[src/rtl/mrg_pkg.sv]
package mrg_pkg;
   localparam int unsigned CFG_AW        = 12;
   localparam int unsigned GRP_STRIDE_LG = 5;
   localparam logic [CFG_AW-1:0] OFS_FLUSH  = 12'h00C;
   localparam logic [CFG_AW-1:0] OFS_CLEAR  = 12'h010;
   localparam logic [CFG_AW-1:0] OFS_ACTION = 12'h050;
   localparam logic [CFG_AW-1:0] OFS_GROUP0 = 12'h054;

   typedef enum logic [2:0] {
      W_BASE_LO = 3'd0,
      W_BASE_HI = 3'd1,
      W_TOP_LO  = 3'd2,
      W_TOP_HI  = 3'd3,
      W_ATTR    = 3'd4,
      W_IDPERM  = 3'd5
   } grp_word_e;

   typedef enum logic [1:0] {
      SEC_NONE = 2'b00,
      SEC_RD   = 2'b01,
      SEC_WR   = 2'b10,
      SEC_RW   = 2'b11
   } sec_attr_e;
endpackage

[src/rtl/mrg_cfg.sv]
module mrg_cfg
   import mrg_pkg::*;
#(
   parameter int unsigned NUM_REGIONS = 8,
   parameter int unsigned PAGE_W      = 31,
   parameter int unsigned PAGE_LSB    = 12,
   parameter int unsigned FLUSH_LAT   = 2
) (
   input  logic                               clk,
   input  logic                               rst_n,
   input  logic                               wr,
   input  logic [CFG_AW-1:0]                  addr,
   input  logic [31:0]                        wdata,
   output logic [31:0]                        rdata,
   output logic [NUM_REGIONS-1:0][PAGE_W-1:0] act_base,
   output logic [NUM_REGIONS-1:0][PAGE_W-1:0] act_top,
   output logic [NUM_REGIONS-1:0][1:0]        act_sec,
   output logic [NUM_REGIONS-1:0]             act_en,
   output logic [NUM_REGIONS-1:0][31:0]       act_perm,
   output logic                               action_q,
   output logic                               clear_req
);
   localparam int unsigned RIDX_W = $clog2(NUM_REGIONS);
   localparam int unsigned LO_PG  = 32 - PAGE_LSB;
   localparam int unsigned HI_W   = PAGE_W - LO_PG;
   localparam int unsigned CNT_W  = $clog2(FLUSH_LAT + 1);
   localparam logic [CFG_AW-1:0] GRP_SPAN = CFG_AW'(NUM_REGIONS << GRP_STRIDE_LG);

   logic [NUM_REGIONS-1:0][PAGE_W-1:0] sh_base, sh_top;
   logic [NUM_REGIONS-1:0][1:0]        sh_sec;
   logic [NUM_REGIONS-1:0]             sh_en;
   logic [NUM_REGIONS-1:0][31:0]       sh_perm;
   logic [CNT_W-1:0]                   flush_cnt;

   logic [CFG_AW-1:0] rel;
   logic              in_grp, grp_wr, flush_wr, swap, is_r0;
   logic [RIDX_W-1:0] ridx;
   grp_word_e         word;

   assign rel    = addr - OFS_GROUP0;
   assign ridx   = rel[GRP_STRIDE_LG +: RIDX_W];
   assign word   = grp_word_e'(rel[4:2]);
   assign in_grp = (addr >= OFS_GROUP0) && (rel < GRP_SPAN) &&
                   (addr[1:0] == 2'b00) && (rel[4:2] <= 3'd5);
   assign is_r0  = (ridx == '0);
   assign grp_wr = wr && in_grp;
   assign flush_wr  = wr && (addr == OFS_FLUSH) && wdata[0];
   assign clear_req = wr && (addr == OFS_CLEAR) && wdata[0];
   assign swap      = (flush_cnt == CNT_W'(1));

   always_ff @(posedge clk or negedge rst_n) begin
      if (!rst_n) begin
         sh_base   <= '0;
         sh_top    <= '0;
         sh_sec    <= '0;
         sh_en     <= NUM_REGIONS'(1);
         sh_perm   <= '0;
         act_base  <= '0;
         act_top   <= '0;
         act_sec   <= '0;
         act_en    <= NUM_REGIONS'(1);
         act_perm  <= '0;
         action_q  <= 1'b0;
         flush_cnt <= '0;
      end else begin
         if (grp_wr) begin
            case (word)
               W_BASE_LO: if (!is_r0) sh_base[ridx][LO_PG-1:0]      <= wdata[31:PAGE_LSB];
               W_BASE_HI: if (!is_r0) sh_base[ridx][PAGE_W-1:LO_PG] <= wdata[HI_W-1:0];
               W_TOP_LO:  if (!is_r0) sh_top[ridx][LO_PG-1:0]       <= wdata[31:PAGE_LSB];
               W_TOP_HI:  if (!is_r0) sh_top[ridx][PAGE_W-1:LO_PG]  <= wdata[HI_W-1:0];
               W_ATTR: begin
                  sh_sec[ridx] <= wdata[31:30];
                  if (!is_r0) sh_en[ridx] <= wdata[0];
               end
               W_IDPERM:  sh_perm[ridx] <= wdata;
               default: ;
            endcase
         end
         if (wr && (addr == OFS_ACTION)) action_q <= wdata[0];
         if (flush_wr)               flush_cnt <= CNT_W'(FLUSH_LAT);
         else if (flush_cnt != '0)   flush_cnt <= flush_cnt - CNT_W'(1);
         if (swap) begin
            act_base <= sh_base;
            act_top  <= sh_top;
            act_sec  <= sh_sec;
            act_en   <= sh_en;
            act_perm <= sh_perm;
         end
      end
   end

   always_comb begin
      rdata = '0;
      if (addr == OFS_ACTION) begin
         rdata[0] = action_q;
      end else if (in_grp) begin
         case (word)
            W_BASE_LO: if (!is_r0) rdata = {sh_base[ridx][LO_PG-1:0], {PAGE_LSB{1'b0}}};
            W_BASE_HI: if (!is_r0) rdata = 32'(sh_base[ridx][PAGE_W-1:LO_PG]);
            W_TOP_LO:  if (!is_r0) rdata = {sh_top[ridx][LO_PG-1:0], {PAGE_LSB{1'b1}}};
            W_TOP_HI:  if (!is_r0) rdata = 32'(sh_top[ridx][PAGE_W-1:LO_PG]);
            W_ATTR:    rdata = {act_sec[ridx], 29'b0, act_en[ridx]};
            W_IDPERM:  rdata = sh_perm[ridx];
            default:   rdata = '0;
         endcase
      end
   end
endmodule

[src/rtl/mrg_lookup.sv]
module mrg_lookup
   import mrg_pkg::*;
#(
   parameter int unsigned NUM_REGIONS = 8,
   parameter int unsigned PAGE_W      = 31,
   parameter int unsigned ID_BITS     = 4
) (
   input  logic [PAGE_W-1:0]                  page,
   input  logic                               secure,
   input  logic                               write,
   input  logic [ID_BITS-1:0]                 id,
   input  logic [NUM_REGIONS-1:0][PAGE_W-1:0] act_base,
   input  logic [NUM_REGIONS-1:0][PAGE_W-1:0] act_top,
   input  logic [NUM_REGIONS-1:0][1:0]        act_sec,
   input  logic [NUM_REGIONS-1:0]             act_en,
   input  logic [NUM_REGIONS-1:0][31:0]       act_perm,
   output logic                               allow
);
   localparam int unsigned RIDX_W  = $clog2(NUM_REGIONS);
   localparam int unsigned N_IDS   = 1 << ID_BITS;

   logic [NUM_REGIONS-1:0] hit;
   logic [RIDX_W-1:0]      sel;
   logic [1:0]             sec;
   logic [N_IDS-1:0]       rd_ok, wr_ok;

   assign hit[0] = 1'b1;
   for (genvar g = 1; g < NUM_REGIONS; g++) begin : g_hit
      assign hit[g] = act_en[g] && (page >= act_base[g]) && (page <= act_top[g]);
   end

   always_comb begin
      sel = '0;
      for (int i = 1; i < NUM_REGIONS; i++) begin
         if (hit[i]) sel = RIDX_W'(i);
      end
   end

   assign sec   = act_sec[sel];
   assign rd_ok = act_perm[sel][N_IDS-1:0];
   assign wr_ok = act_perm[sel][2*N_IDS-1:N_IDS];
   assign allow = secure ? (write ? sec[1] : sec[0])
                         : (write ? wr_ok[id] : rd_ok[id]);
endmodule

[src/rtl/mem_region_guard.sv]
module mem_region_guard
   import mrg_pkg::*;
#(
   parameter int unsigned NUM_REGIONS = 8,
   parameter int unsigned ADDR_W      = 43,
   parameter int unsigned PAGE_LSB    = 12,
   parameter int unsigned ID_BITS     = 4,
   parameter int unsigned FLUSH_LAT   = 2
) (
   input  logic               clk,
   input  logic               rst_n,
   input  logic               cfg_wr,
   input  logic [11:0]        cfg_addr,
   input  logic [31:0]        cfg_wdata,
   output logic [31:0]        cfg_rdata,
   input  logic               txn_valid,
   input  logic [ADDR_W-1:0]  txn_addr,
   input  logic               txn_secure,
   input  logic               txn_write,
   input  logic [ID_BITS-1:0] txn_id,
   output logic               txn_permit,
   output logic               txn_deny,
   output logic               irq_flag
);
   localparam int unsigned PAGE_W = ADDR_W - PAGE_LSB;

   if (NUM_REGIONS < 2 || NUM_REGIONS > 32) begin : g_bad_regions
      $error("NUM_REGIONS must lie in 2..32");
   end
   if (ADDR_W <= 32 || ADDR_W > 64) begin : g_bad_addr
      $error("ADDR_W must lie in 33..64");
   end
   if (PAGE_LSB != 12) begin : g_bad_page
      $error("PAGE_LSB must be 12");
   end
   if (ID_BITS != 4) begin : g_bad_id
      $error("ID_BITS must be 4 to fit the 32-bit permission word");
   end
   if (FLUSH_LAT < 1) begin : g_bad_flush
      $error("FLUSH_LAT must be at least 1");
   end

   logic [NUM_REGIONS-1:0][PAGE_W-1:0] act_base, act_top;
   logic [NUM_REGIONS-1:0][1:0]        act_sec;
   logic [NUM_REGIONS-1:0]             act_en;
   logic [NUM_REGIONS-1:0][31:0]       act_perm;
   logic                               action_q, clear_req, allow;
   logic                               unused_offset;

   assign unused_offset = ^txn_addr[PAGE_LSB-1:0];

   mrg_cfg #(
      .NUM_REGIONS (NUM_REGIONS),
      .PAGE_W      (PAGE_W),
      .PAGE_LSB    (PAGE_LSB),
      .FLUSH_LAT   (FLUSH_LAT)
   ) i_cfg (
      .clk       (clk),
      .rst_n     (rst_n),
      .wr        (cfg_wr),
      .addr      (cfg_addr),
      .wdata     (cfg_wdata),
      .rdata     (cfg_rdata),
      .act_base  (act_base),
      .act_top   (act_top),
      .act_sec   (act_sec),
      .act_en    (act_en),
      .act_perm  (act_perm),
      .action_q  (action_q),
      .clear_req (clear_req)
   );

   mrg_lookup #(
      .NUM_REGIONS (NUM_REGIONS),
      .PAGE_W      (PAGE_W),
      .ID_BITS     (ID_BITS)
   ) i_lookup (
      .page     (txn_addr[ADDR_W-1:PAGE_LSB]),
      .secure   (txn_secure),
      .write    (txn_write),
      .id       (txn_id),
      .act_base (act_base),
      .act_top  (act_top),
      .act_sec  (act_sec),
      .act_en   (act_en),
      .act_perm (act_perm),
      .allow    (allow)
   );

   always_ff @(posedge clk or negedge rst_n) begin
      if (!rst_n) begin
         txn_permit <= 1'b0;
         txn_deny   <= 1'b0;
         irq_flag   <= 1'b0;
      end else begin
         txn_permit <= txn_valid && allow;
         txn_deny   <= txn_valid && !allow;
         if (txn_valid && !allow && action_q) irq_flag <= 1'b1;
         else if (clear_req)                  irq_flag <= 1'b0;
      end
   end
endmodule

[config.mk]
export PLATFORM = sky130hd
export DESIGN_NAME = mem_region_guard
export DESIGN_NICKNAME = d
export VERILOG_FILES = /design/src/rtl/mrg_pkg.sv /design/src/rtl/mrg_cfg.sv /design/src/rtl/mrg_lookup.sv /design/src/rtl/mem_region_guard.sv
export SDC_FILE = /design/constraint.sdc
export NUM_CORES = 2
export LEC_CHECK = 0
export BUFFER_PORTS_ARGS = -buffer_cell sky130_fd_sc_hd__buf_2
export CAP_MARGIN = 20
export CORE_UTILIZATION = 55
export CTS_CLUSTER_DIAMETER = 200
export CTS_CLUSTER_SIZE = 24
export DETAILED_ROUTE_END_ITERATION = 8
export PLACE_DENSITY_LB_ADDON = 0.12
export SETUP_SLACK_MARGIN = 0.05
export SYNTH_ARGS = -nofsm -noshare
export SYNTH_HDL_FRONTEND = slang
export SYNTH_HIERARCHICAL = 1
export SYNTH_SLANG_ARGS = --single-unit
[constraint.sdc]
create_clock -name clk -period 12.45 [get_ports clk]
set_input_delay 1.245 -clock clk [delete_from_list [all_inputs] [get_ports clk]]
set_output_delay 1.245 -clock clk [all_outputs]
set_load 0.01 [all_outputs]
# Word level (Yosys, flattened, before mapping)
# Index checks and enable logic that the tools add are counted.
classes:
  add_sub_neg: 2
  n_mul: 0
  div: 0
  magnitude_cmp: 21
  eq_ne: 13
  shifts: 0
  mux: 63
  bitwise_logic: 1
  n_reduce_logical: 41
ops:
  columns: ["op", "n"]
  rows:
  - ["bitwise mux 248 bit", 4]
  - ["2-to-1 mux 248 bit", 4]
  - ["one-hot mux 248 bit (2 select lines)", 2]
  - ["bitwise mux 256 bit", 1]
  - ["greater-or-equal comparator 31 bit", 7]
  - ["<= comparator 31 bit", 7]
  - ["binary-select mux 32 bit (select 3 bit)", 2]
  - ["2-to-1 mux 32 bit", 6]
  - ["one-hot mux 32 bit (6 select lines)", 1]
  - ["binary-select mux 31 bit (select 3 bit)", 2]
  - ["demux 31 bit (select 3 bit)", 2]
  - ["2-to-1 mux 31 bit", 4]
  - ["demux 32 bit (select 3 bit)", 1]
  - ["logical AND 1 bit", 27]
  - ["2-to-1 mux 11 bit", 2]
  - ["2-to-1 mux 20 bit", 1]
  - ["bitwise mux 16 bit", 1]
  - ["2-to-1 mux 2 bit", 7]
  - ["binary-select mux 2 bit (select 3 bit)", 2]
  - ["equality test 12 x 4 -> 1 bit, second input constant", 1]
  - ["equality test 12 x 5 -> 1 bit, second input constant", 1]
  - ["equality test 12 x 7 -> 1 bit, second input constant", 1]
  - ["greater-or-equal comparator 12 x 7 -> 1 bit, second input constant", 1]
  - ["< comparator 12 x 9 -> 1 bit, second input constant", 1]
  - ["other kinds (26)", 53]
totals:
  ff_bits: 1496
  latchBits: 0
  ram_bits: 0
  romBits: 0
  input_bits: 97
  wordCells: 210
  mem_count: 0

# Depth between registers and ports, before layout
logic_depth:
  word_depth: 20
  mapped_depth: 20
  depth_no_buf: 17

# Hierarchy
# Netlist, hierarchy kept.
modules_own_cells:
  columns: ["module", "n_inst", "cells_each", "area_per_inst_um2", "seq_area_each_um2"]
  rows:
  - ["mrg_cfg", 1, 4556, 64126.5, 38914.8]
  - ["mrg_lookup", 1, 1892, 13486.7, 0.0]
  - ["mem_region_guard", 1, 7, 108.9, 75.1]

# Worst setup path after synthesis
# Ideal clock, no wire load.
synth_path:
  path_kind: "input to output"
  from: "in cfg_addr[2]"
  to: "out cfg_rdata[22]"
  arrival_time_ns: 4.035
  path_slack_ns: 7.170
  stages: 13
  n_path_buf: 3
  cell_sequence: "clkbuf_1 > inv_1 > ha_1 > ha_1 > buf_2 > nor2b_1 > a2111oi_0 > o31a_1 > o211ai_1 > nor3_1 > clkbuf_1 > o211ai_1 > o211ai_1"
synth_between:
  elab_chain_cells: 7
  word_cells_on_any_way: 26
  classes_between: "add/sub (1); order compare (3); eq/ne (6); mux (11); reduce/logical (5)"
synth_lines:
  columns: ["element", "line_no", "text"]
  rows:
  - ["start: declaration", "mem_region_guard.sv:13", "input logic [11:0] cfg_addr,"]
  - ["subtractor 12 x 7 -> 12 bit", "mrg_cfg.sv:40", "assign rel = addr - OFS_GROUP0;"]
  - ["< comparator 12 x 9 -> 1 bit (tied with other cells)", "mrg_cfg.sv:43", "assign in_grp = (addr >= OFS_GROUP0) && (rel < GRP_SPAN) &&"]
  - ["logical AND 1 bit (tied with other cells) (2 in series)", "mrg_cfg.sv:43", null]
  - ["logical AND 1 bit / one-hot mux 32 bit (6 select lines) (equally long branches)", "mrg_cfg.sv:44, mrg_cfg.sv:98", null]
  - ["2-to-1 mux 32 bit", "mrg_cfg.sv:97", "end else if (in_grp) begin"]
  - ["2-to-1 mux 31 bit *", "mrg_cfg.sv:95", "if (addr == OFS_ACTION) begin"]
  - ["end: declaration", "mem_region_guard.sv:15", "output logic [31:0] cfg_rdata,"]
# Mark *: on every way between the ends. The rest lies on a longest branch, timed or not. The select of a mux whose other input is x is not followed.

# Worst setup path in the final report
layout_path:
  from: "in cfg_addr[2]"
  to: "out cfg_rdata[31]"
# Same word-level chain as after synthesis.

==> impl_metrics.py <==
metrics = {
    "floorplan": {
        "pin_count": 132,
        "die_area_um2": 135400,
        "design.core.area_um2": 132100,
        "die_w_um": 368.0,
        "num_rows": 133,
        "die_h_um": 368.0,
        "initial_core_util_pct": 55.76,
    },
    "clocking": {
        "clk_latency_ns": 0.70,
        "cts.sinks": 1434,
        "cts_tree": "done",
        "htreeDepth": 3,
        "clk_pin_slew_worst_paths_ns": 0.11,
        "cts_root_buf": "clkbuf_16",
        "cts_resized": 0,
        "cts_setup_buffers": 0,
        "cts_hold_buf": 0,
        "cts_buffers": 69,
        "cts_buffer_depth": 3,
    },
    "timing": {
        "totalNegativeSetupSlack_ns": 0,
        "post-route-period-util_pct": 62.21,
        "finalHoldViolations": 0,
        "setup_slack_ns": 4.705,
        "setup_viol": 0,
        "relSlewSlack_pct": 13.08,
        "rsz0062_at_grt": "no",
        "maxSlewViolCount": 0,
        "finalCriticalPeriod_ns": 7.745,
        "fmax_mhz": 129.1,
        "worst_slew_pin_slew_ns": 1.304,
        "fin_skew_ns": 0.02645,
    },
    "global_routing": {
        "grt.met1_usage_pct": 49.29,
        "met2_usage_pct": 54.58,
        "grt_use_total_pct": 35.57,
        "gr-total-overflow": 0,
        "grt_pass1_vias": 50940,
        "grt_max_degree": 194,
        "grt_pass1_wl_um": 351900,
        "antenna_found_initial": 24,
        "met3_usage_pct": 7.602,
        "busiest_layer": "met2",
    },
    "cells_and_area": {
        "area_growth_pct": 5.676,
        "nets": 6662,
        "multi_input_area_um2": 34590,
        "final-seq-area_um2": 35890,
        "final_cells": 7898,
        "drive_gt1_share_pct": 29.93,
        "fill_cells": 11050,
        "final_area_um2": 77850,
    },
    "worst_setup_path": {
        "end_kind": "output pin",
        "cp-start-kind": "input port",
        "cp_max_fo": 16,
        "crit_type": "input port to output pin",
        "crit_required_ns": 11.20,
        "crit_arrival_ns": 6.50,
    },
    "routing": {
        "routed_wl_um": 242200,
        "drt_iter0_markers": 5752,
        "via_per_inst": 6.567,
        "drtAntennaViolNets": 0,
        "drcViolationCount": 0,
        "firstDrtPassIters": 6,
        "avgRoutedWirePerCell_um": 30.66,
        "vias": 51870,
    },
    "synth": {
        "yosys_warnings": 6,
        "synth_fp_nets": 6741,
        "synth_area_um2": 73670,
        "avgSynthCellArea_um2": 11.88,
        "synth_cells": 6203,
    },
    "placement": {
        "placed_area_um2": 75930,
        "place_congestion": 0.9681,
        "portBuffers": 119,
        "dpl.cell_count": 7804,
        "dp.final_hpwl_um": 161600,
        "dp_slack_ns": 4.351,
    },
    "pwr": {
        "peakVddDrop_mv": 0.1919,
        "powerDensity_nw_per_um2": 118.5,
        "power.total_mw": 9.226,
        "leakagePower_nw": 37.36,
    },
    "run_status": {
        "status": "finished clean",
    },
    "job": {
        "max-cap-violations": 0,
    },
    "worst_hold_path": {
        "min_path_type": "flop to flop",
    },
}
==> critical path, stage by stage <==
cell	delay (ns)
buf_2	0.27
inv_1	0.12
ha_1	0.41
ha_1	0.54
nor2b_1	0.22
a2111oi_0	0.39
o31a_1	0.25
o211a_1	0.77
nand2_1	0.93
a31oi_1	1.04
buf_2	0.28
==> cell usage in the layout (no fill, tap or decap), types with 12 or more instances in the layout <==
| cell | instances |
|---|---|
| buf_2 | 119 |
| o221ai_1 | 46 |
| nor4_1 | 18 |
| nor3_1 | 57 |
| nand4_1 | 74 |
| and2_1 | 23 |
| o211ai_1 | 44 |
| mux2_1 | 12 |
| o22a_1 | 15 |
| mux2i_1 | 97 |
| ha_1 | 440 |
| and3_1 | 28 |
| a21o_1 | 57 |
| a211o_1 | 19 |
| a221oi_1 | 20 |
| o22ai_1 | 93 |
| nand2b_1 | 13 |
| a21oi_1 | 225 |
| nor2_2 | 15 |
| a32oi_1 | 20 |
| a22oi_1 | 14 |
| buf_4 | 102 |
| mux2_2 | 1439 |
| a31oi_1 | 61 |
| o2111ai_1 | 27 |
| nor2_4 | 12 |
| nor2_1 | 160 |
| clkbuf_16 | 72 |
| o21ai_0 | 147 |
| a211oi_1 | 59 |
| nor2b_1 | 14 |
| nand3_1 | 120 |
| nand2_1 | 316 |
| o21a_1 | 18 |
| dfrtp_1 | 1432 |
| inv_1 | 450 |
==> layer usage <==
layer  vias up  part of all wire (%)
met5         -                 0.052
met2      2193                    45
met1     26930                    42
li1      22260                     -
met4        20                   4.6
met3       470                   9.0
==> cell type report <==
| cell class | instances | area share [%] |
|---|---|---|
| clock buffers | 79 | 2.348 |
| diodes | 6 | 0.01929 |
| repair buffers | 235 | 2.043 |
| inverters | 451 | 2.174 |
| flip-flops and latches | 1434 | 46.09 |
| multi-input cells | 3933 | 44.43 |
| clock inverters | 5 | 0.06589 |
| well taps | 1755 | 2.820 |
==> flip-flops by register name (all words and copies together), names as in the netlist <==
signal,flops
i_cfg/act_base,217
i_cfg/act_en,8
i_cfg/act_perm,256
i_cfg/act_sec,16
i_cfg/act_top,217
i_cfg/action_q,1
i_cfg/flush_cnt,2
i_cfg/sh_base,217
i_cfg/sh_en,8
i_cfg/sh_perm,256
i_cfg/sh_sec,16
i_cfg/sh_top,217
irq_flag,1
txn_deny,1
txn_permit,1
==> final timing paths <==
kind / startpoint / end / slack, ns / cells after the start
worst max register to register: i_cfg/act_top[60] / irq_flag / 5.64 / 19
worst max-delay path: cfg_addr[2] / cfg_rdata[31] / 4.71 / 11
worst min-delay path: i_cfg/sh_en[0] / i_cfg/sh_en[0] / 0.38 / 0
max in group asynchronous: rst_n / i_cfg/act_perm[147] / 9.47 / 3
min in group asynchronous: rst_n / i_cfg/sh_top[116] / 0.50 / 1
worst min register to register: i_cfg/sh_en[0] / i_cfg/sh_en[0] / 0.38 / 0
==> power by group <==
group | leakage [nW] | internal [mW] | total, mW | switching, mW
logic | 16.4 | 0.651 | 1.90 | 1.25
clock network | 0.920 | 1.06 | 2.60 | 1.54
registers | 20.0 | 4.70 | 4.73 | 0.0302
total | 37.4 | 6.41 | 9.23 | 2.82
==> stage by stage <==
| stage | util, % | hold WS [ns] |
|---|---|---|
| 2_1_floorplan | - | 0.4260 |
| 3_3_place_gp | 57.44 | 0.3559 |
| 3_5_place_dp | 57.47 | 0.3566 |
| 4_1_cts | 58.89 | 0.3717 |
| 5_1_grt | 58.91 | 0.3769 |
| 6_report | 58.92 | 0.3762 |
No activity file was read; power rests on OpenSTA's default activity.
